<file path="config.mk">
export PLATFORM = sky130hd
export DESIGN_NAME = cfg_bank_slave
export DESIGN_NICKNAME = d
export VERILOG_FILES = /design/src/rtl/cfgbank_pkg.sv /design/src/rtl/cb_line_mon.sv /design/src/rtl/cb_link.sv /design/src/rtl/cb_regfile.sv /design/src/rtl/cfg_bank_slave.sv
export SDC_FILE = /design/constraint.sdc
export NUM_CORES = 1
export LEC_CHECK = 0
export CORE_AREA = 5 5 150 224
export DETAILED_ROUTE_END_ITERATION = 8
export DIE_AREA = 0 0 155 229
export GPL_TIMING_DRIVEN = 0
export PLACE_DENSITY_LB_ADDON = 0.1
export SLEW_MARGIN = 40
export SYNTH_ARGS = -nofsm -noshare
export SYNTH_HDL_FRONTEND = slang
export SYNTH_SLANG_ARGS = --single-unit
</file>
<file path="constraint.sdc">
create_clock -name clk -period 6.7 [get_ports clk]
set_clock_uncertainty 0.1 [all_clocks]
set_input_delay 1.675 -clock clk [delete_from_list [all_inputs] [get_ports clk]]
set_output_delay 1.675 -clock clk [all_outputs]
set_load 0.1 [all_outputs]
</file>
<file path="src/rtl/cfgbank_pkg.sv">
package cfgbank_pkg;

  typedef enum logic [2:0] {
    LS_IDLE, LS_ADDR, LS_AACK, LS_WDAT, LS_WACK, LS_RDAT, LS_RACK, LS_RNXT
  } link_st_t;

  localparam int REG_RBCNT  = 6;
  localparam int REG_STRAP  = 7;
  localparam int REG_WDOG_T = 9;
  localparam int REG_RSV_A  = 10;
  localparam int REG_ID_A   = 11;
  localparam int REG_ID_B   = 12;
  localparam int REG_RSV_B  = 13;

  // last index of the commit group a register belongs to
  function automatic int grp_end(int i);
    if (i == 14 || i == 15) return 15;
    if (i == 16 || i == 17) return 17;
    if (i >= 18 && i <= 20) return 20;
    return i;
  endfunction

  function automatic bit is_fixed(int i);
    return (i == REG_RSV_A) || (i == REG_ID_A) || (i == REG_ID_B) || (i == REG_RSV_B);
  endfunction

  function automatic logic [7:0] reg_default(int i, logic [3:0] rev_hi, logic [7:0] rev_lo);
    if (i == REG_RBCNT)  return 8'h06;
    if (i == REG_WDOG_T) return 8'hFF;
    if (i == REG_ID_A)   return {rev_hi, 4'b0001};
    if (i == REG_ID_B)   return rev_lo;
    return 8'h00;
  endfunction

endpackage

</file>
<file path="src/rtl/cb_line_mon.sv">
module cb_line_mon #(
  parameter int SYNC = 2
) (
  input  logic clk,
  input  logic rst,
  input  logic scl_i,
  input  logic sda_i,
  output logic sda_r,
  output logic scl_rise,
  output logic scl_fall,
  output logic start_evt,
  output logic stop_evt
);
  logic [SYNC-1:0] scl_s, sda_s;
  logic scl_q;
  logic scl_now, sda_now;

  assign scl_now = scl_s[SYNC-1];
  assign sda_now = sda_s[SYNC-1];

  always_ff @(posedge clk) begin
    if (rst) begin
      scl_s     <= '1;
      sda_s     <= '1;
      scl_q     <= 1'b1;
      sda_r     <= 1'b1;
      scl_rise  <= 1'b0;
      scl_fall  <= 1'b0;
      start_evt <= 1'b0;
      stop_evt  <= 1'b0;
    end else begin
      scl_s     <= {scl_s[SYNC-2:0], scl_i};
      sda_s     <= {sda_s[SYNC-2:0], sda_i};
      scl_q     <= scl_now;
      sda_r     <= sda_now;
      scl_rise  <= scl_now & ~scl_q;
      scl_fall  <= ~scl_now & scl_q;
      start_evt <= scl_now & scl_q & sda_r & ~sda_now;
      stop_evt  <= scl_now & scl_q & ~sda_r & sda_now;
    end
  end
endmodule

</file>
<file path="src/rtl/cb_link.sv">
module cb_link
  import cfgbank_pkg::*;
#(
  parameter logic [6:0] DEV_ADDR = 7'h69
) (
  input  logic       clk,
  input  logic       rst,
  input  logic       sda_r,
  input  logic       scl_rise,
  input  logic       scl_fall,
  input  logic       start_evt,
  input  logic       stop_evt,
  input  logic [7:0] rd_data,
  input  logic [7:0] cnt_val,
  output logic [7:0] rd_idx,
  output logic       wr_stb,
  output logic [7:0] wr_data,
  output logic       xfer_begin,
  output logic       commit,
  output logic       sda_oe
);
  link_st_t    st;
  logic [3:0]  bitc;
  logic [7:0]  sh;
  logic [6:0]  tx;
  logic [1:0]  hdr;
  logic        is_wr, rd_mode;

  always_ff @(posedge clk) begin
    wr_stb     <= 1'b0;
    xfer_begin <= 1'b0;
    commit     <= 1'b0;
    if (rst) begin
      st <= LS_IDLE; sda_oe <= 1'b0; bitc <= '0; sh <= '0; tx <= '0;
      hdr <= '0; is_wr <= 1'b0; rd_mode <= 1'b0; rd_idx <= '0; wr_data <= '0;
    end else if (start_evt || stop_evt) begin
      commit <= is_wr;
      is_wr  <= 1'b0;
      sda_oe <= 1'b0;
      bitc   <= '0;
      st     <= start_evt ? LS_ADDR : LS_IDLE;
    end else begin
      case (st)
        LS_ADDR, LS_WDAT: begin
          if (scl_rise) begin
            sh   <= {sh[6:0], sda_r};
            bitc <= bitc + 4'd1;
          end else if (scl_fall && bitc == 4'd8) begin
            bitc <= '0;
            if (st == LS_ADDR) begin
              if (sh[7:1] == DEV_ADDR) begin
                sda_oe  <= 1'b1;
                st      <= LS_AACK;
                rd_mode <= sh[0];
                rd_idx  <= '0;
                if (!sh[0]) begin
                  is_wr      <= 1'b1;
                  xfer_begin <= 1'b1;
                  hdr        <= '0;
                end
              end else begin
                st <= LS_IDLE;
              end
            end else begin
              sda_oe  <= 1'b1;
              st      <= LS_WACK;
              wr_data <= sh;
              if (hdr == 2'd2) wr_stb <= 1'b1;
              else             hdr    <= hdr + 2'd1;
            end
          end
        end
        LS_AACK: if (scl_fall) begin
          if (rd_mode) begin
            tx <= rd_data[6:0]; sda_oe <= ~rd_data[7]; st <= LS_RDAT;
          end else begin
            sda_oe <= 1'b0; st <= LS_WDAT;
          end
        end
        LS_WACK: if (scl_fall) begin
          sda_oe <= 1'b0; st <= LS_WDAT;
        end
        LS_RDAT: begin
          if (scl_rise) bitc <= bitc + 4'd1;
          else if (scl_fall) begin
            if (bitc == 4'd8) begin
              bitc <= '0; sda_oe <= 1'b0; st <= LS_RACK;
            end else begin
              tx <= {tx[5:0], 1'b0}; sda_oe <= ~tx[6];
            end
          end
        end
        LS_RACK: if (scl_rise) begin
          if (sda_r || rd_idx == cnt_val) st <= LS_IDLE;
          else begin
            rd_idx <= rd_idx + 8'd1; st <= LS_RNXT;
          end
        end
        LS_RNXT: if (scl_fall) begin
          tx <= rd_data[6:0]; sda_oe <= ~rd_data[7]; st <= LS_RDAT;
        end
        default: st <= LS_IDLE;
      endcase
    end
  end
endmodule

</file>
<file path="src/rtl/cb_regfile.sv">
module cb_regfile
  import cfgbank_pkg::*;
#(
  parameter int         NREG   = 23,
  parameter logic [3:0] REV_HI = 4'h2,
  parameter logic [7:0] REV_LO = 8'h35
) (
  input  logic            clk,
  input  logic            rst,
  input  logic [7:0]      strap_i,
  input  logic            wr_stb,
  input  logic [7:0]      wr_data,
  input  logic            xfer_begin,
  input  logic            commit,
  input  logic [7:0]      rd_sel,
  output logic [7:0]      rd_data,
  output logic [7:0]      cnt_val,
  output logic [NREG*8-1:0] regs_o
);
  localparam int IW = $clog2(NREG + 1);

  logic [7:0]    shadow [NREG];
  logic [7:0]    live   [NREG];
  logic [IW-1:0] fill;
  logic          room;

  assign room = fill < IW'(NREG);

  always_ff @(posedge clk) begin
    if (wr_stb && room) shadow[fill] <= wr_data;
  end

  always_ff @(posedge clk) begin
    if (rst || xfer_begin || commit) fill <= '0;
    else if (wr_stb && room)         fill <= fill + 1'b1;
  end

  for (genvar g = 0; g < NREG; g++) begin : g_reg
    localparam int         LAST = grp_end(g);
    localparam logic [7:0] DEF  = reg_default(g, REV_HI, REV_LO);
    logic [7:0] q;
    if (g == REG_STRAP) begin : g_strap
      always_ff @(posedge clk) if (rst) q <= ~strap_i;
    end else if (is_fixed(g)) begin : g_fixed
      assign q = DEF;
    end else begin : g_rw
      logic take;
      assign take = commit && (int'(fill) > LAST) &&
                    ((g != REG_RBCNT) || (shadow[g] != 8'h00));
      always_ff @(posedge clk) begin
        if (rst)       q <= DEF;
        else if (take) q <= shadow[g];
      end
    end
    assign live[g] = q;
    assign regs_o[g*8 +: 8] = q;
  end

  assign cnt_val = live[REG_RBCNT];

  always_comb begin
    rd_data = 8'h00;
    if (rd_sel == 8'd0) rd_data = live[REG_RBCNT];
    for (int k = 0; k < NREG; k++)
      if (rd_sel == 8'(k + 1)) rd_data = live[k];
  end
endmodule

</file>
<file path="src/rtl/cfg_bank_slave.sv">
module cfg_bank_slave #(
  parameter logic [6:0] DEV_ADDR = 7'h69,
  parameter int         NREG     = 23,
  parameter int         SYNC     = 2,
  parameter logic [3:0] REV_HI   = 4'h2,
  parameter logic [7:0] REV_LO   = 8'h35
) (
  input  logic              clk,
  input  logic              rst,
  input  logic              scl_i,
  input  logic              sda_i,
  output logic              sda_oe,
  input  logic [7:0]        strap_i,
  output logic [NREG*8-1:0] regs_o
);
  localparam int REGS_W = NREG * 8;

  logic sda_r, scl_rise, scl_fall, start_w, stop_w;
  logic wr_stb, xfer_begin, commit_w;
  logic [7:0] wr_data, rd_idx, rd_data, cnt_val;
  logic [REGS_W-1:0] regs_w;

  cb_line_mon #(.SYNC(SYNC)) u_mon (
    .clk(clk), .rst(rst), .scl_i(scl_i), .sda_i(sda_i), .sda_r(sda_r),
    .scl_rise(scl_rise), .scl_fall(scl_fall), .start_evt(start_w), .stop_evt(stop_w)
  );

  cb_link #(.DEV_ADDR(DEV_ADDR)) u_link (
    .clk(clk), .rst(rst), .sda_r(sda_r), .scl_rise(scl_rise), .scl_fall(scl_fall),
    .start_evt(start_w), .stop_evt(stop_w), .rd_data(rd_data), .cnt_val(cnt_val),
    .rd_idx(rd_idx), .wr_stb(wr_stb), .wr_data(wr_data), .xfer_begin(xfer_begin),
    .commit(commit_w), .sda_oe(sda_oe)
  );

  cb_regfile #(.NREG(NREG), .REV_HI(REV_HI), .REV_LO(REV_LO)) u_rf (
    .clk(clk), .rst(rst), .strap_i(strap_i), .wr_stb(wr_stb), .wr_data(wr_data),
    .xfer_begin(xfer_begin), .commit(commit_w), .rd_sel(rd_idx), .rd_data(rd_data),
    .cnt_val(cnt_val), .regs_o(regs_w)
  );

  assign regs_o = regs_w;
endmodule

</file>
; ---- Word level (Yosys, flattened, before mapping)
; Memory sizes are Yosys's and may differ from the RTL's. A register that Yosys moved wholly into a read port is not among the register bits.
; Cells that the tools add are included.
; W data, S select, Z words.
[totals]
regBits = 77
ram_bits = 184
in_bits = 12
word_cells = 250
n_memories = 1
[classes]
add_sub_neg = 4
n_lt_le_gt_ge = 15
eq_ne = 63
n_mux = 80
bitwise_logic = 21
n_reduce_logical = 42
[memory_table]
columns = name, depth, word_bits, read_ports, rd_ports_with_merged_regs, wr, line_no
row1 = u_rf.shadow, 23, 8, 18, 17, 1, cb_regfile.sv:22  ; logic [7:0] shadow [NREG];
[ops]
columns = cell, count
row1 = $mux W8, 30
row2 = $eq A8 B4 Y1 const B, 8
row3 = $eq A8 B5 Y1 const B, 8
row4 = $mux W7, 6
row5 = $mux W3, 13
row6 = $eq A8 B3 Y1 const B, 4
row7 = $ne A3 B2 Y1 const B, 9
row8 = $ne A2 B2 Y1 const B, 11
row9 = $pmux W7 S3, 1
row10 = $gt A5 B5 Y1 const B, 4
row11 = $mux W4, 5
row12 = $pmux W3 S6, 1
row13 = $reduce_and A9 Y1, 2
row14 = $logic_and A1 B1 Y1, 17
row15 = $eq A8 B2 Y1 const B, 2
row16 = $mux W1, 16
row17 = $pmux W8 S2, 1
row18 = $reduce_and A8 Y1, 2
row19 = $gt A5 B3 Y1 const B, 3
row20 = $gt A5 B4 Y1 const B, 3
row21 = $not A1 Y1, 13
row22 = $eq A3 B3 Y1 const B, 4
row23 = $reduce_and A6 Y1, 2
row24 = $gt A5 B1 Y1 const B, 2
row25 = other kinds (34), 58

; ---- Depth between registers and ports, before layout
[depth]
word_depth = 29
mapped_depth = 11
depth_no_buf = 8

; ---- Cells and area by module
; From an unflattened synthesis, not the netlist that was laid out.
[unflattened]
cells_unflattened = 1373
hier_area_um2 = 15227.1
[by_module_without_submodules]
columns = mod, n_inst, cells_each, area_per_inst_um2, seq_area_each_um2
row1 = cb_regfile, 1, 1062, 12527.0, 7547.2
row2 = cb_link, 1, 289, 2399.8, 920.9
row3 = cb_line_mon, 1, 22, 300.3, 200.2

; ---- Worst setup path after synthesis
; OpenSTA, ideal clock, no wires.
[synth_path]
kind = input to register
from = input rst
to = register u_rf.g_reg[6].q[5] (netlist: u_rf.cnt_val[5]) (read register of u_rf.shadow)
t_arrival_ns = 2.563
slack_ns = 3.909
cell_stages = 4
path_buffers = 3
path_cell_list = clkbuf_1 -> clkbuf_1 -> clkbuf_1 -> nor2_1
[synth_rtl]
columns = item, line_no
row1 = from (decl), cfg_bank_slave.sv:9  ; input logic rst,
row2 = to (decl), cb_regfile.sv:41  ; logic [7:0] q;
; No word-level cell between the ends.

; ---- Final worst setup path
[layout_path]
from = input rst
to = register u_rf.g_reg[21].q[7] (read register of u_rf.shadow)
[layout_rtl]
columns = item, line_no
row1 = to (decl), cb_regfile.sv:41
; No word-level cell between the ends.

==> summary.md <==
| Metric | Value |
|---|---|
| Die ar. | `0.0355 mm²` |
| Reg clk slew, reported paths | `0.07 ns` |
| R2r startpoint | `u_link.rd_idx[1]` |
| CTS Hold Buffers Added | `0` |
| Ant. Diodes | `0` |
| GR Overflow Total | `0` |
| Core area | `0.0315 mm²` |
| Setup bufs post-CTS | `0` |
| Fraction of the yosys area taken by sequential cells | `56.2%` |
| Synth area leaders | `edfxtp_1 30%, dfxtp_1 27%, mux2i_1 8.0%, nor2_1 4.4%, nand2_1 3.6%` |
| CP max stage cell | `clkdlybuf4s50_1` |
| Fmax | `0.252 GHz` |
| Syn avg cell area | `10.3 µm²` |
| Die height | `229 µm` |
| Setup TNS | `0 ns` |
| Crit Path Category | `input pin to flop` |
| Status | `finished clean` |
| Number of DRC markers in iteration 0 | `1222` |
| Htree depth | `2` |
| Width of the die | `155 µm` |
| Clk sink count | `357` |
| Share of layout cells above drive strength 1 | `17.6%` |
| Critical Path RT | `6.99 ns` |
| Register area | `0.00868 mm²` |
| First-pass GRT wire length | `82700 µm` |
| Fin. Hold Viols | `0` |
| CP Launch Point | `rst` |
| Syn Inst Count | `1496` |
| WL met2 | `27600 µm` |
| Final-report max-slew violation count | `0` |
| Initial antenna violation count | `0` |
| Worst R2R Setup Slack | `3.04 ns` |
| IO Pins | `197` |
| Post-Route WL | `57500 µm` |
| Final period util | `59.1%` |
| CP Launch Type | `input pin` |
| Gr usage total | `31.6%` |
| Worst VDD drop | `0.263 mV` |
| CTS Buf Count | `35` |
| Slew margin rel. | `41.6%` |
| Synth area leader | `edfxtp_1` |
| P_leak | `7.18 nW` |
| Post_cts resized | `0` |
| Max-cap viol count | `0` |
| Critical-path cell list | `clkdlybuf4s50_1, clkbuf_1, clkbuf_2, clkbuf_1, a21oi_1` |
| Hold Startpoint | `u_mon.sda_s[0]` |
| Met3 WL | `3900 µm` |
| Vias in the first global route | `12.3k` |
| DR top layer | `met4` |
| Yosys reg bits | `357` |
| Yosys cell types | `82` |
| Worst Setup End Kind | `flop` |
| Multi-input logic area | `0.00609 mm²` |
| Worst Hold Path EP | `u_mon.sda_s[1]` |
| DR pass1 iterations | `6` |
| Final core utilization | `57.6%` |
| CTS tree | `done` |
| Fin crit period | `3.96 ns` |
| Placer Congestion | `1.02` |
| Worst Path Max Fanout | `10` |
| RSZ-0062 raised after global routing | `no` |
| I/O Buffers | `164` |
| Final Setup Violations | `0` |
| FF-to-FF End | `u_link.tx[3]` |
| WL per Instance | `26.6 µm` |
| Area share of the largest cell type after synthesis | `29.6%` |
| Starting Density | `48.9%` |
| Vias per Instance | `5.89` |
| # rows | `80` |
| Most frequent cells in the layout | `197 x dfxtp_1, 177 x nor2_1, 166 x buf_2, 152 x edfxtp_1, 147 x nand2_1` |
| CTS max path bufs | `3` |
| Area after DPL | `0.0170 mm²` |
| Main synth FF type | `dfxtp_1` |
| ANT nets after route | `0` |
| R2R depth | `10` |
| Root Driver | `clkbuf_16` |
| Worst Hold Class | `flop to flop` |
| Commonest non-fill, non-tap cell in the layout | `dfxtp_1` |
| Asr flop ratio synth | `0%` |
| Slew of the pin with the lowest slew margin | `0.871 ns` |
| Synthesis Warnings | `0` |
| Largest net degree at the start of global routing | `20` |
| Post-route cell area | `0.0182 mm²` |
| Fillers | `2842` |
| DPL Wire Length | `42500 µm` |
| CP max stage delay | `0.90 ns` |
| Area Overhead vs Synth | `17.7%` |
| Drc violations | `0` |
| Most Frequent Cell on Critical Path | `clkbuf_1` |
| Clk_lat worst skew | `0.54 ns` |
| Hold depth | `1` |
| EDFF count, synth | `152` |
| Power per cell area | `245 mW/mm²` |
| Final nets | `1752` |
| Post-Syn Area | `0.0154 mm²` |
| CP Data Arrival Time | `4.25 ns` |
| Vias | `12.7k` |
| M1 WL | `22300 µm` |
layout make-up:
cell class,instances,share of cell area (%)
clock inverter,16,1.02
sequential,357,47.8
timing repair buffer,165,4.98
clock buffer,47,5.35
tap,410,2.83
buffer,126,3.57
inverter,44,0.910
multi-input combinational,999,33.5
Yosys cell counts, drive strengths merged (14+ instances only):
cell    count
nand3      27
a21oi     112
nor3       21
o211ai     19
mux2i     123
nand2     147
o21ai      59
edfxtp    152
nor2      182
nand2b     14
inv        44
dfxtp     205
buf        61
clkbuf     65
per-layer routing:
metal,vias to the layer above,track usage (%)
met5,-,0
met4,0,17.0
met3,168,4.51
met2,603,52.8
met1,6178,39.4
li1,5793,-
registers in the layout, summed over array words and instances, names as in the netlist, 2 cells and up:
signal,flops
u_rf.fill,5
u_rf.cnt_val,8
u_mon.scl_s,2
u_link.tx,7
u_link.sh,8
u_link.wr_data,8
u_link.st,3
u_mon.sda_s,2
u_link.bitc,4
u_rf.shadow,144
u_rf.g.q,144
u_link.hdr,2
u_link.rd_idx,8
kinds of logic after synthesis:
family / Yosys count / synth area share, %
xor gates and xnor gates: 13 / 0.738
and+or+nand+nor: 502 / 15.5
other: 2 / 0.0487
buffers and inverters: 170 / 5.23
adders and majority gates: 12 / 0.973
AOI/OAI and AO/OA: 317 / 13.3
DFF: 357 / 56.2
muxes: 123 / 7.98
critical path, delay by kind of cell:
| family | cells | cell delay (ns) |
|---|---|---|
| AOI/OAI and AO/OA | 1 | 0.10 |
| buffers and inverters | 4 | 2.46 |
power by group:
| part | internal, mW | leakage, nW | total (mW) | switching (mW) |
|---|---|---|---|---|
| Sequential | 2.26 | 3.07 | 2.26 | 0.00524 |
| Clock | 1.15 | 0.570 | 1.99 | 0.842 |
| Combinational | 0.0362 | 3.54 | 0.206 | 0.170 |
per-stage QoR:
step                      hold slack, ns  power, mW  cells  worst slack (ns)
after global placement             0.309       2.52   2100              1.91
after floorplan                    0.289       2.47   1526              3.91
final                              0.315       4.46   2164              2.74
after global routing               0.338       4.57   2164              2.63
after CTS                          0.318       4.47   2164              2.78
after detailed placement           0.294       2.51   2101              2.24
worst max-delay path by stage:
| stage | cells past startpoint | to |
|---|---|---|
| 3_3_place_gp | 5 | u_rf.g_reg[21].q[0] |
| 4_1_cts | 5 | u_link.hdr[0] |
| 5_1_grt | 5 | u_rf.g_reg[22].q[0] |
| 6_report | 5 | u_rf.g_reg[21].q[7] |
| 3_5_place_dp | 5 | u_rf.g_reg[21].q[7] |
| 2_1_floorplan | 4 | u_rf.cnt_val[5] |
No activity file was read; power rests on OpenSTA's default activity.
